## src/rtl/fo_pkg.sv

```systemverilog
package fo_pkg;
  localparam int NUM_CH = 2;

  typedef enum logic [1:0] {
    POL_FIRST = 2'd0,
    POL_PREF1 = 2'd1,
    POL_PREF2 = 2'd2,
    POL_ALT0  = 2'd3
  } fo_policy_e;

  localparam logic [NUM_CH-1:0] SEL_NONE = 2'b00;
  localparam logic [NUM_CH-1:0] SEL_CH1  = 2'b01;
  localparam logic [NUM_CH-1:0] SEL_CH2  = 2'b10;
endpackage

```

## src/rtl/link_debounce.sv

```systemverilog
module link_debounce #(
  parameter int CNT_W = 8
) (
  input  logic             clk,
  input  logic             rst_n,
  input  logic             raw_i,
  input  logic [CNT_W-1:0] limit_i,
  output logic             stat_o
);
  logic [CNT_W-1:0] run_q;
  logic [CNT_W:0]   run_n;
  logic [CNT_W:0]   lim_eff;
  logic             stat_q;

  // consecutive disagreeing edges, including the current one
  assign run_n   = {1'b0, run_q} + {{CNT_W{1'b0}}, 1'b1};
  assign lim_eff = (limit_i == '0) ? {{CNT_W{1'b0}}, 1'b1} : {1'b0, limit_i};

  always_ff @(posedge clk or negedge rst_n) begin
    if (!rst_n) begin
      stat_q <= 1'b0;
      run_q  <= '0;
    end else if (raw_i != stat_q) begin
      if (run_n >= lim_eff) begin
        stat_q <= raw_i;
        run_q  <= '0;
      end else begin
        run_q  <= run_n[CNT_W-1:0];
      end
    end else begin
      run_q <= '0;
    end
  end

  assign stat_o = stat_q;
endmodule

```

## src/rtl/fo_policy.sv

```systemverilog
module fo_policy
  import fo_pkg::*;
(
  input  logic [1:0]        mode_i,
  input  logic [NUM_CH-1:0] stat_i,
  input  logic [NUM_CH-1:0] cur_i,
  output logic [NUM_CH-1:0] nxt_o
);
  logic [NUM_CH-1:0] first_pick;
  logic              keep_cur;

  // sticky policy holds the current channel while its link is up
  assign keep_cur   = (cur_i == SEL_CH1 && stat_i[0]) || (cur_i == SEL_CH2 && stat_i[1]);
  assign first_pick = stat_i[0] ? SEL_CH1 : (stat_i[1] ? SEL_CH2 : SEL_NONE);

  always_comb begin
    unique case (fo_policy_e'(mode_i))
      POL_PREF1: nxt_o = first_pick;
      POL_PREF2: nxt_o = stat_i[1] ? SEL_CH2 : (stat_i[0] ? SEL_CH1 : SEL_NONE);
      default:   nxt_o = keep_cur ? cur_i : first_pick;
    endcase
  end
endmodule

```

## src/rtl/link_failover_sel.sv

```systemverilog
module link_failover_sel
  import fo_pkg::*;
#(
  parameter int CNT_W = 8
) (
  input  logic             clk,
  input  logic             rst_n,
  input  logic [1:0]       link_up_i,
  input  logic [1:0]       mode_i,
  input  logic [CNT_W-1:0] db_limit_i,
  output logic [1:0]       link_stat_o,
  output logic [1:0]       sel_o,
  output logic             reconnect_o
);
  logic [NUM_CH-1:0] stat_w;
  logic [NUM_CH-1:0] nxt_sel;
  logic [NUM_CH-1:0] sel_q;
  logic              rec_q;

  for (genvar g = 0; g < NUM_CH; g++) begin : g_db
    link_debounce #(.CNT_W(CNT_W)) u_db (
      .clk     (clk),
      .rst_n   (rst_n),
      .raw_i   (link_up_i[g]),
      .limit_i (db_limit_i),
      .stat_o  (stat_w[g])
    );
  end

  fo_policy u_pol (
    .mode_i (mode_i),
    .stat_i (stat_w),
    .cur_i  (sel_q),
    .nxt_o  (nxt_sel)
  );

  always_ff @(posedge clk or negedge rst_n) begin
    if (!rst_n) begin
      sel_q <= SEL_NONE;
      rec_q <= 1'b0;
    end else begin
      sel_q <= nxt_sel;
      rec_q <= (nxt_sel != sel_q) && (nxt_sel != SEL_NONE);
    end
  end

  assign link_stat_o = stat_w;
  assign sel_o       = sel_q;
  assign reconnect_o = rec_q;
endmodule

```

## config.mk

```make
export PLATFORM = sky130hd
export DESIGN_NAME = link_failover_sel
export DESIGN_NICKNAME = d
export VERILOG_FILES = /design/src/rtl/fo_pkg.sv /design/src/rtl/link_debounce.sv /design/src/rtl/fo_policy.sv /design/src/rtl/link_failover_sel.sv
export SDC_FILE = /design/constraint.sdc
export NUM_CORES = 1
export LEC_CHECK = 0
export BUFFER_PORTS_ARGS = -buffer_cell sky130_fd_sc_hd__buf_2
export CAP_MARGIN = 25
export CORE_ASPECT_RATIO = 1.2
export CORE_MARGIN = 2
export CORE_UTILIZATION = 35
export CTS_CLUSTER_SIZE = 14
export DETAILED_ROUTE_END_ITERATION = 10
export GPL_ROUTABILITY_DRIVEN = 0
export PLACE_DENSITY = 0.64
export SLEW_MARGIN = 10
export SYNTH_ARGS = -nofsm -noshare
export SYNTH_HDL_FRONTEND = slang
export SYNTH_HIERARCHICAL = 1
export SYNTH_SLANG_ARGS = --single-unit
```

## constraint.sdc

```tcl
create_clock -name clk -period 2.8 [get_ports clk]
set_input_delay 0.42 -clock clk [delete_from_list [all_inputs] [get_ports clk]]
set_output_delay 0.42 -clock clk [all_outputs]
set_load 0.05 [all_outputs]
```

* Word-level counts from Yosys, hierarchy flattened
Cells that the tools add are included. Widths: inputs -> output; s select.
Cells by class: add/subtract/negate cells 2, magnitude comparators 2, equality and inequality tests 7, multiplexer cells 11, reduce and logical (&&, ||, !) cells 8
Operator list (count):
- $mux 8 | 5
- $add 8x1->9 const B | 2
- $ge 9x9->1 | 2
- $logic_not 8->1 | 1
- $mux 2 | 4
- $eq 2x1->1 const B | 2
- $eq 2x2->1 const B | 2
- $pmux 2 s2 | 1
- $reduce_and 2->1 | 2
- $logic_and 1x1->1 | 3
- $ne 1x1->1 | 2
- $ne 2x2->1 | 1
- $reduce_bool 2->1 | 1
- $logic_or 1x1->1 | 1
- $mux 1 | 1
Storage, ports and cells: bits in registers 21, logic and storage cells 36

* Depth between registers and ports, before layout
Gate-level depths: netlist (run 1).
word-level depth 7, depth in mapped cells 9, depth with buffers taken out 9

* Hierarchy
The synthesis (run 1) kept the hierarchy.
Modules (own cells, without submodules):
- link_debounce | times used 2, cells an instance 63, area an instance 661.9 um^2
- link_failover_sel | times used 1, cells an instance 8, area an instance 101.3 um^2
- fo_policy | times used 1, cells an instance 11, area an instance 80.1 um^2

* Worst setup path after synthesis (run 1)
No wires, ideal clock.
path kind reg-to-reg, start point register g_db[1].u_db.run_q[0], end point register g_db[1].u_db.stat_q, library setup time 0.125 ns, arrival time 2.180 ns, required time 2.675 ns, setup slack 0.494 ns, stages on the path, launching flop included 10, path buffers 0, clock period less this slack 2.306 ns, path through dfrtp_1 > ha_1 > nand3_2 > nor2_1 > xor2_1 > ha_1 > and3_1 > a221oi_2 > o211ai_4 > mux2_4
Between the ends: word-level cells in the longest chain between the ends 3
RTL lines:
- start, declared | RTL line link_debounce.sv:10 | logic [CNT_W-1:0] run_q;
- start signal, assigned | RTL line link_debounce.sv:28 | run_q <= run_n[CNT_W-1:0];
- $add 8x1->9 | RTL line link_debounce.sv:16 | assign run_n = {1'b0, run_q} + {{CNT_W{1'b0}}, 1'b1};
- $ge 9x9->1 | RTL line link_debounce.sv:24 | if (run_n >= lim_eff) begin
- $reduce_and 2->1 (no line)
- end signal, assigned | RTL line link_debounce.sv:25 | stat_q <= raw_i;
- end, declared | RTL line link_debounce.sv:13 | logic stat_q;
No other way between the ends. A chain may end at the register's enable or synchronous reset.

* Worst setup path after layout (run 1)
start point register g_db[0].u_db.run_q[0], end point register g_db[0].u_db.stat_q
Between the ends: word-level cells in the longest chain between the ends 3
RTL lines (RTL line):
- start, declared | link_debounce.sv:10
- start signal, assigned | link_debounce.sv:28
- $add 8x1->9 | link_debounce.sv:16
- $ge 9x9->1 | link_debounce.sv:24
- $reduce_and 2->1 (no line)
- end signal, assigned | link_debounce.sv:25
- end, declared | link_debounce.sv:13
No other way between the ends.

==> impl_metrics.toml, run 1 <==
[layout]
final_cell_area_um2 = 1710
syn2layout_area_growth_pct = 13.7
fin_util = 0.408
fillers = 413
n_antenna_cell = 0
seqCellArea_um2 = 526
multi_input_area_um2 = 912
final_cell_count_no_fill = 223
drive_above_1_share = 0.204
nets = 202

[placed_design]
place_ws_ns = 0.293
dpl.cell_count = 219
dp_hpwl_mm = 2.21
place_area_um2 = 1670
port_buffers = 18

[logic_synthesis]
ys_types = 27
synth_fp_nets = 179
synth_top_family_by_area = "simple AND/OR/NAND/NOR gates"
synth.cell_area_um2 = 1510
yosysWarnings = 6
syn_avg_cell_area_um2 = 10.4
seq_area_frac_synth = 0.349
syn-instance-count = 145
ys_seq_elements = 21
synth_xor_area_frac = 0.0815
synthAdderAreaFrac = 0.166
synth.area.mux_share = 0.0200
synthSimpleGateAreaFrac = 0.205
synth_compound_gate_area_share = 0.133

[timing]
fin_crit_sh = 0.896
maxSlewViolCount = 0
max_slew_margin = 0.518
layout_min_cycle_time_ns = 2.51
tns_ns = 0
finClkSkew_ns = 0.000913
fmax_ghz = 0.399
setup_viol = 0
rsz0062_at_grt = "false"
finalHoldViolCount = 0
worst_pin_slew_ns = 0.718
holdWs_ns = 0.102
fin_ws_ns = 0.292

[detailed_routing]
vias = 1079
vias_per_cell = 4.84
drt-initial-drc-count = 32
wirelength_mm = 2.78
drt_first_pass_iters = 4
drt-wirelength-per-cell_um = 12.5
drtAntennaViolNets = 0
route.detailed.drc = 0

[die]
die_area_um2 = 4840
initial_core_util = 0.359
num_io_pins = 19
die_w_um = 63.9
core_um2 = 4200
num_rows = 26
dieHeight_um = 75.8

[clocking]
post_cts_buffers = 0
clock_latency_ns = 0.26
postCtsHoldBufs = 0
cts.sinks = 21
cts.path.max_buffers = 2
cts_root_buf = "clkbuf_8"
cts_buffers = 3
ctsResizeCount = 0
htree_levels = 1
clk_pin_slew_worst_paths_ns = 0.08
cts_tree = "yes"

[job]
cap_viol_max_count = 0

[global_routing]
grt_pass1_wl_mm = 4.68
grtUsageTotal = 0.124
overflow = 0
antenna_found_initial = 0
grt_pass1_vias = 1062
grt_max_degree = 22

[setup_path]
cp-endpoint = "g_db[0].u_db/stat_o$_DFFE_PN0P_"
max_stage_delay_ns = 0.43
r2r_slack_ns = 0.29
end_kind = "flop"
crit_fanout = 9
reg2reg_to = "g_db[0].u_db/stat_o$_DFFE_PN0P_"
reg2reg_depth = 9
arrival_ns = 2.66
crit_path_top_delay_cell = "dfrtp_1"
critPathKind = "flop to flop"
cp_common_cell = "ha_1"
cp.required_ns = 2.95
worstSetupStartpointType = "flop"
worstReg2RegStart = "g_db[0].u_db/run_q[0]$_DFF_PN0_"
critPathLaunch = "g_db[0].u_db/run_q[0]$_DFF_PN0_"
worstPathCellList = "ha_1 > nand3_2 > nor2_1 > xor2_1 > ha_1 > and3_1 > a221oi_2 > o211ai_4 > mux2_4"

[run_status]
status = "finished clean"

[min_path]
hp-class = "input pin to async pin"

[pwr]
peakVddDrop_mv = 0.517
power_leakage_nw = 0.912
power_density_nw_per_um2 = 706
power_mw = 1.21
[worst max-delay path: cells and delay by family (launching register included)]
family | cells | cell delay, ns
AO/OA/AOI/OAI | 2 | 0.51
adder cells (fa/ha/maj) | 2 | 0.49
multiplexers | 1 | 0.33
XOR/XNOR | 1 | 0.21
AND/OR/NAND/NOR | 3 | 0.43
flip-flops | 1 | 0.43
[synth_stat cells (all sizes together)]
cell type	number	area, um2
nand2	9	33.8
nor4	2	12.5
a31oi	2	25.0
nand3	8	50.1
nand2b	3	18.8
or3	2	22.5
a21o	6	45.0
o311a	1	10.0
and3	2	12.5
ha	20	250
dfrtp	21	526
o211ai	2	42.5
mux2	2	30.0
o221ai	1	8.76
inv	18	67.6
a22o	1	8.76
nor3b	14	105
a221oi	2	30.0
nor2b	1	6.26
xor2	8	70.1
nor3	4	20.0
xnor2	6	52.6
nand4b	1	8.76
a41o	2	20.0
nor2	5	18.8
o21ai	2	10.0
[kinds of logic (layout without fill, tap and decap cells)]
kind of cell | count (synthesis) | after routing
multiplexers | 2 | 2
AND/OR/NAND/NOR | 51 | 51
AO/OA/AOI/OAI | 19 | 19
flip-flops | 21 | 21
adder cells (fa/ha/maj) | 20 | 20
buffers and inverters | 18 | 40
XOR/XNOR | 14 | 14
[layer usage]
layer | track usage | vias up | part of all wire
li1 | - | 561 | -
met1 | 0.162 | 493 | 0.49
met2 | 0.200 | 21 | 0.45
met3 | 0.0251 | 4 | 0.042
met4 | 0.0580 | 0 | 0.017
met5 | 0 | - | 0
[layout by cell type, fill, tap and decap left out]
cell type / instances
nand4b_1: 1
buf_2: 18
o221ai_1: 1
a31oi_2: 2
nand3_1: 6
inv_1: 18
a41o_1: 2
nor3b_1: 14
a21o_1: 6
nand2b_1: 3
nand2_1: 9
xor2_1: 8
a22o_1: 1
dfrtp_1: 21
nor3_1: 4
nor2b_1: 1
o311a_1: 1
clkbuf_8: 3
a221oi_2: 2
and3_1: 2
nor2_1: 5
clkinv_2: 1
o211ai_4: 2
o21ai_1: 2
ha_1: 20
nor4_1: 2
or3_4: 2
nand3_2: 2
xnor2_1: 6
mux2_4: 2
[state kept, by name, summed over array words and instances, names as in the netlist]
| register | count |
|---|---|
| sel_o | 2 |
| reconnect_o | 1 |
| g_db.u_db/run_q | 16 |
| g_db.u_db/stat_o | 2 |
[worst min-delay path by stage]
stage / startpoint / cells past startpoint / slack (ns) / endpoint
2_1_floorplan: rst_n / 0 / 0.12 / g_db[0].u_db/run_q[0]$_DFF_PN0_
3_3_place_gp: rst_n / 1 / 0.41 / g_db[0].u_db/run_q[7]$_DFF_PN0_
3_5_place_dp: rst_n / 1 / 0.41 / g_db[0].u_db/run_q[7]$_DFF_PN0_
4_1_cts: rst_n / 1 / 0.12 / g_db[0].u_db/run_q[7]$_DFF_PN0_
5_1_grt: rst_n / 1 / 0.15 / g_db[0].u_db/run_q[7]$_DFF_PN0_
6_report: rst_n / 1 / 0.10 / g_db[0].u_db/run_q[7]$_DFF_PN0_
[final cells by class]
cell class	instances	share of cell area
Clock buffer	3	0.0241
Clock inverter	1	0.00292
Inverter	18	0.0395
Multi-Input combinational cell	106	0.533
Sequential cell	21	0.307
Tap cell	56	0.0409
Timing Repair Buffer	18	0.0526
[report_power, final]
group / leakage, nW / switching [mW] / internal [mW]
clock: 0.0255 / 0.103 / 0.0993
sequential: 0.280 / 0.0799 / 0.373
combinational: 0.607 / 0.346 / 0.207
total: 0.912 / 0.529 / 0.679
Note: power is estimated with default switching activity, not from simulation.
==> inputs of run 2 (changes only) <==
PLACE_DENSITY = 0.66   (was 0.64)
clock period = 2.3 ns   (was 2.8 ns; I/O delays follow)
==> run 2 against run 1 <==
Against the previous run:
- power increased by 38%
- core utilization increased by 11 points
- first-iteration DRC count decreased by 16%
- critical path type unchanged
- the run now ends with setup timing left
- hold slack got worse by 0.055 ns
- critical path depth decreased by 1
- highest routed layer unchanged
==> impl_metrics.toml, run 2 (same netlist as run 1, synthesis figures left out) <==
[layout]
largest_register_ffs = 16
seqCellArea_um2 = 526
nets = 229
n_antenna_cell = 0
drive_above_1_share = 0.469
syn2layout_area_growth_pct = 45.1
fillers = 367
largest-register = "g_db.u_db/run_q"
final_cell_count_no_fill = 250
layout_common_cells = "24 x buf_4, 21 x dfrtp_1, 18 x inv_1, 18 x buf_2, 17 x ha_1"
multi_input_area_um2 = 1170
fin_util = 0.521
final_cell_area_um2 = 2180
final_common_cell = "buf_4"

[detailed_routing]
vias = 1212
drt-initial-drc-count = 27
wirelength_mm = 3.46
drt-wirelength-per-cell_um = 13.8
drt_first_pass_iters = 4
drtAntennaViolNets = 0
route.detailed.drc = 0
vias_per_cell = 4.85

[placed_design]
place_area_um2 = 1820
dpl.cell_count = 237
dp_hpwl_mm = 2.40
port_buffers = 18

[global_routing]
grt_max_degree = 22
antenna_found_initial = 0
grtUsageTotal = 0.145
grt_pass1_vias = 1239
grt_pass1_wl_mm = 5.45
overflow = 0

[die]
core_um2 = 4200
initial_core_util = 0.359
num_rows = 26
die_area_um2 = 4840
num_io_pins = 19
die_w_um = 63.9
dieHeight_um = 75.8

[clocking]
cts.path.max_buffers = 2
htree_levels = 1
clock_latency_ns = 0.26
cts_root_buf = "clkbuf_8"
cts_tree = "yes"
postCtsHoldBufs = 0
cts.sinks = 21
cts_buffers = 3
clk_pin_slew_worst_paths_ns = 0.08

[pwr]
power.internal_uw = 945
p_clk_frac = 0.145
combPwrFrac = 0.523
p_sw_frac = 0.434
power_leakage_nw = 1.11
seq_power_share = 0.332
power_density_nw_per_um2 = 764
p_switching_uw = 724
peakVddDrop_mv = 0.827

[run_status]
violations = "setup timing"
status = "complete, but fails checks"

[timing]
finClkSkew_ns = 0.00507
tns_ns = -0.160
setup_viol = 5
fin_ws_ns = -0.0590
max_slew_margin = 0.218
holdWs_ns = 0.0467
rsz0062_at_grt = "true"
fin_crit_sh = 1.03
worst_pin_slew_ns = 1.16
finalHoldViolCount = 0
fmax_ghz = 0.424
layout_min_cycle_time_ns = 2.36
maxSlewViolCount = 0

[setup_path]
crit_fanout = 8
cp.required_ns = 2.45
critPathKind = "flop to flop"
arrival_ns = 2.51
end_kind = "flop"
worstSetupStartpointType = "flop"

[job]
cap_viol_max_count = 0

[min_path]
hp-class = "input pin to async pin"
-- run 2: changes by cell type in the layout (fill, tap and decap cells not counted), moves of 4 or more --
cell	change
xor2_1	-4
nor3b_1	-9
nor3b_2	+9
xor2_2	+4
buf_4	+24
-- run 2: power by group through the flow --
stage	Clock, mW	Sequential, mW	Combinational [mW]
after CTS	0.248	0.534	0.791
after detailed placement	0	0.542	0.762
after floorplan	0	0.695	0.382
final	0.241	0.554	0.873
after global placement	0	0.539	0.753
after global routing	0.271	0.569	0.960
-- run 2: path summary, 6_finish.rpt --
kind	cells after the start	from	slack, ns	endpoint
setup / recovery	8	g_db[0].u_db/run_q[0]$_DFF_PN0_	-0.06	g_db[0].u_db/stat_o$_DFFE_PN0P_
hold / removal	1	rst_n	0.05	g_db[1].u_db/run_q[3]$_DFF_PN0_
setup reg to reg	8	g_db[0].u_db/run_q[0]$_DFF_PN0_	-0.06	g_db[0].u_db/stat_o$_DFFE_PN0P_
hold reg to reg	2	g_db[0].u_db/run_q[0]$_DFF_PN0_	0.64	g_db[0].u_db/run_q[0]$_DFF_PN0_
max in group asynchronous	1	rst_n	1.92	g_db[1].u_db/run_q[7]$_DFF_PN0_
min in group clk	2	link_up_i[0]	0.34	g_db[0].u_db/stat_o$_DFFE_PN0P_
-- run 2: timing repair --
item,CTS,global route
setup buffers,3,6
pin swaps,14,21
resized for setup,13,29
endpoints found under the setup margin,15,18
-- run 2: layer usage --
metal	vias to the layer above	GRT usage	wire (um)
li1	614	-	-
met1	573	0.190	1570
met2	21	0.243	1720
met3	4	0.0251	121
met4	0	0.0531	53
met5	-	0	0
-- run 2: metrics by stage --
stage	power, mW	setup WS [ns]
detailed placement	1.30	-0.123
finish	1.67	-0.0590
floorplan	1.08	0.00241
global route	1.80	-0.182
global placement	1.29	-0.115
CTS	1.57	-0.0250
-- run 2: cell type report --
| type | instances | area share |
|---|---|---|
| Tap cell | 56 | 0.0321 |
| Sequential cell | 21 | 0.241 |
| Clock inverter | 1 | 0.00229 |
| Multi-Input combinational cell | 106 | 0.536 |
| Inverter | 18 | 0.0309 |
| Timing Repair Buffer | 45 | 0.139 |
| Clock buffer | 3 | 0.0189 |
-- run 2: worst max-delay path, stage by stage, from the launching register on --
cell,delay [ns]
dfrtp_1,0.42
nand2_1,0.11
nor3_2,0.20
xor2_1,0.22
ha_1,0.28
and3_4,0.20
a221oi_4,0.31
o211ai_4,0.18
mux2_4,0.32
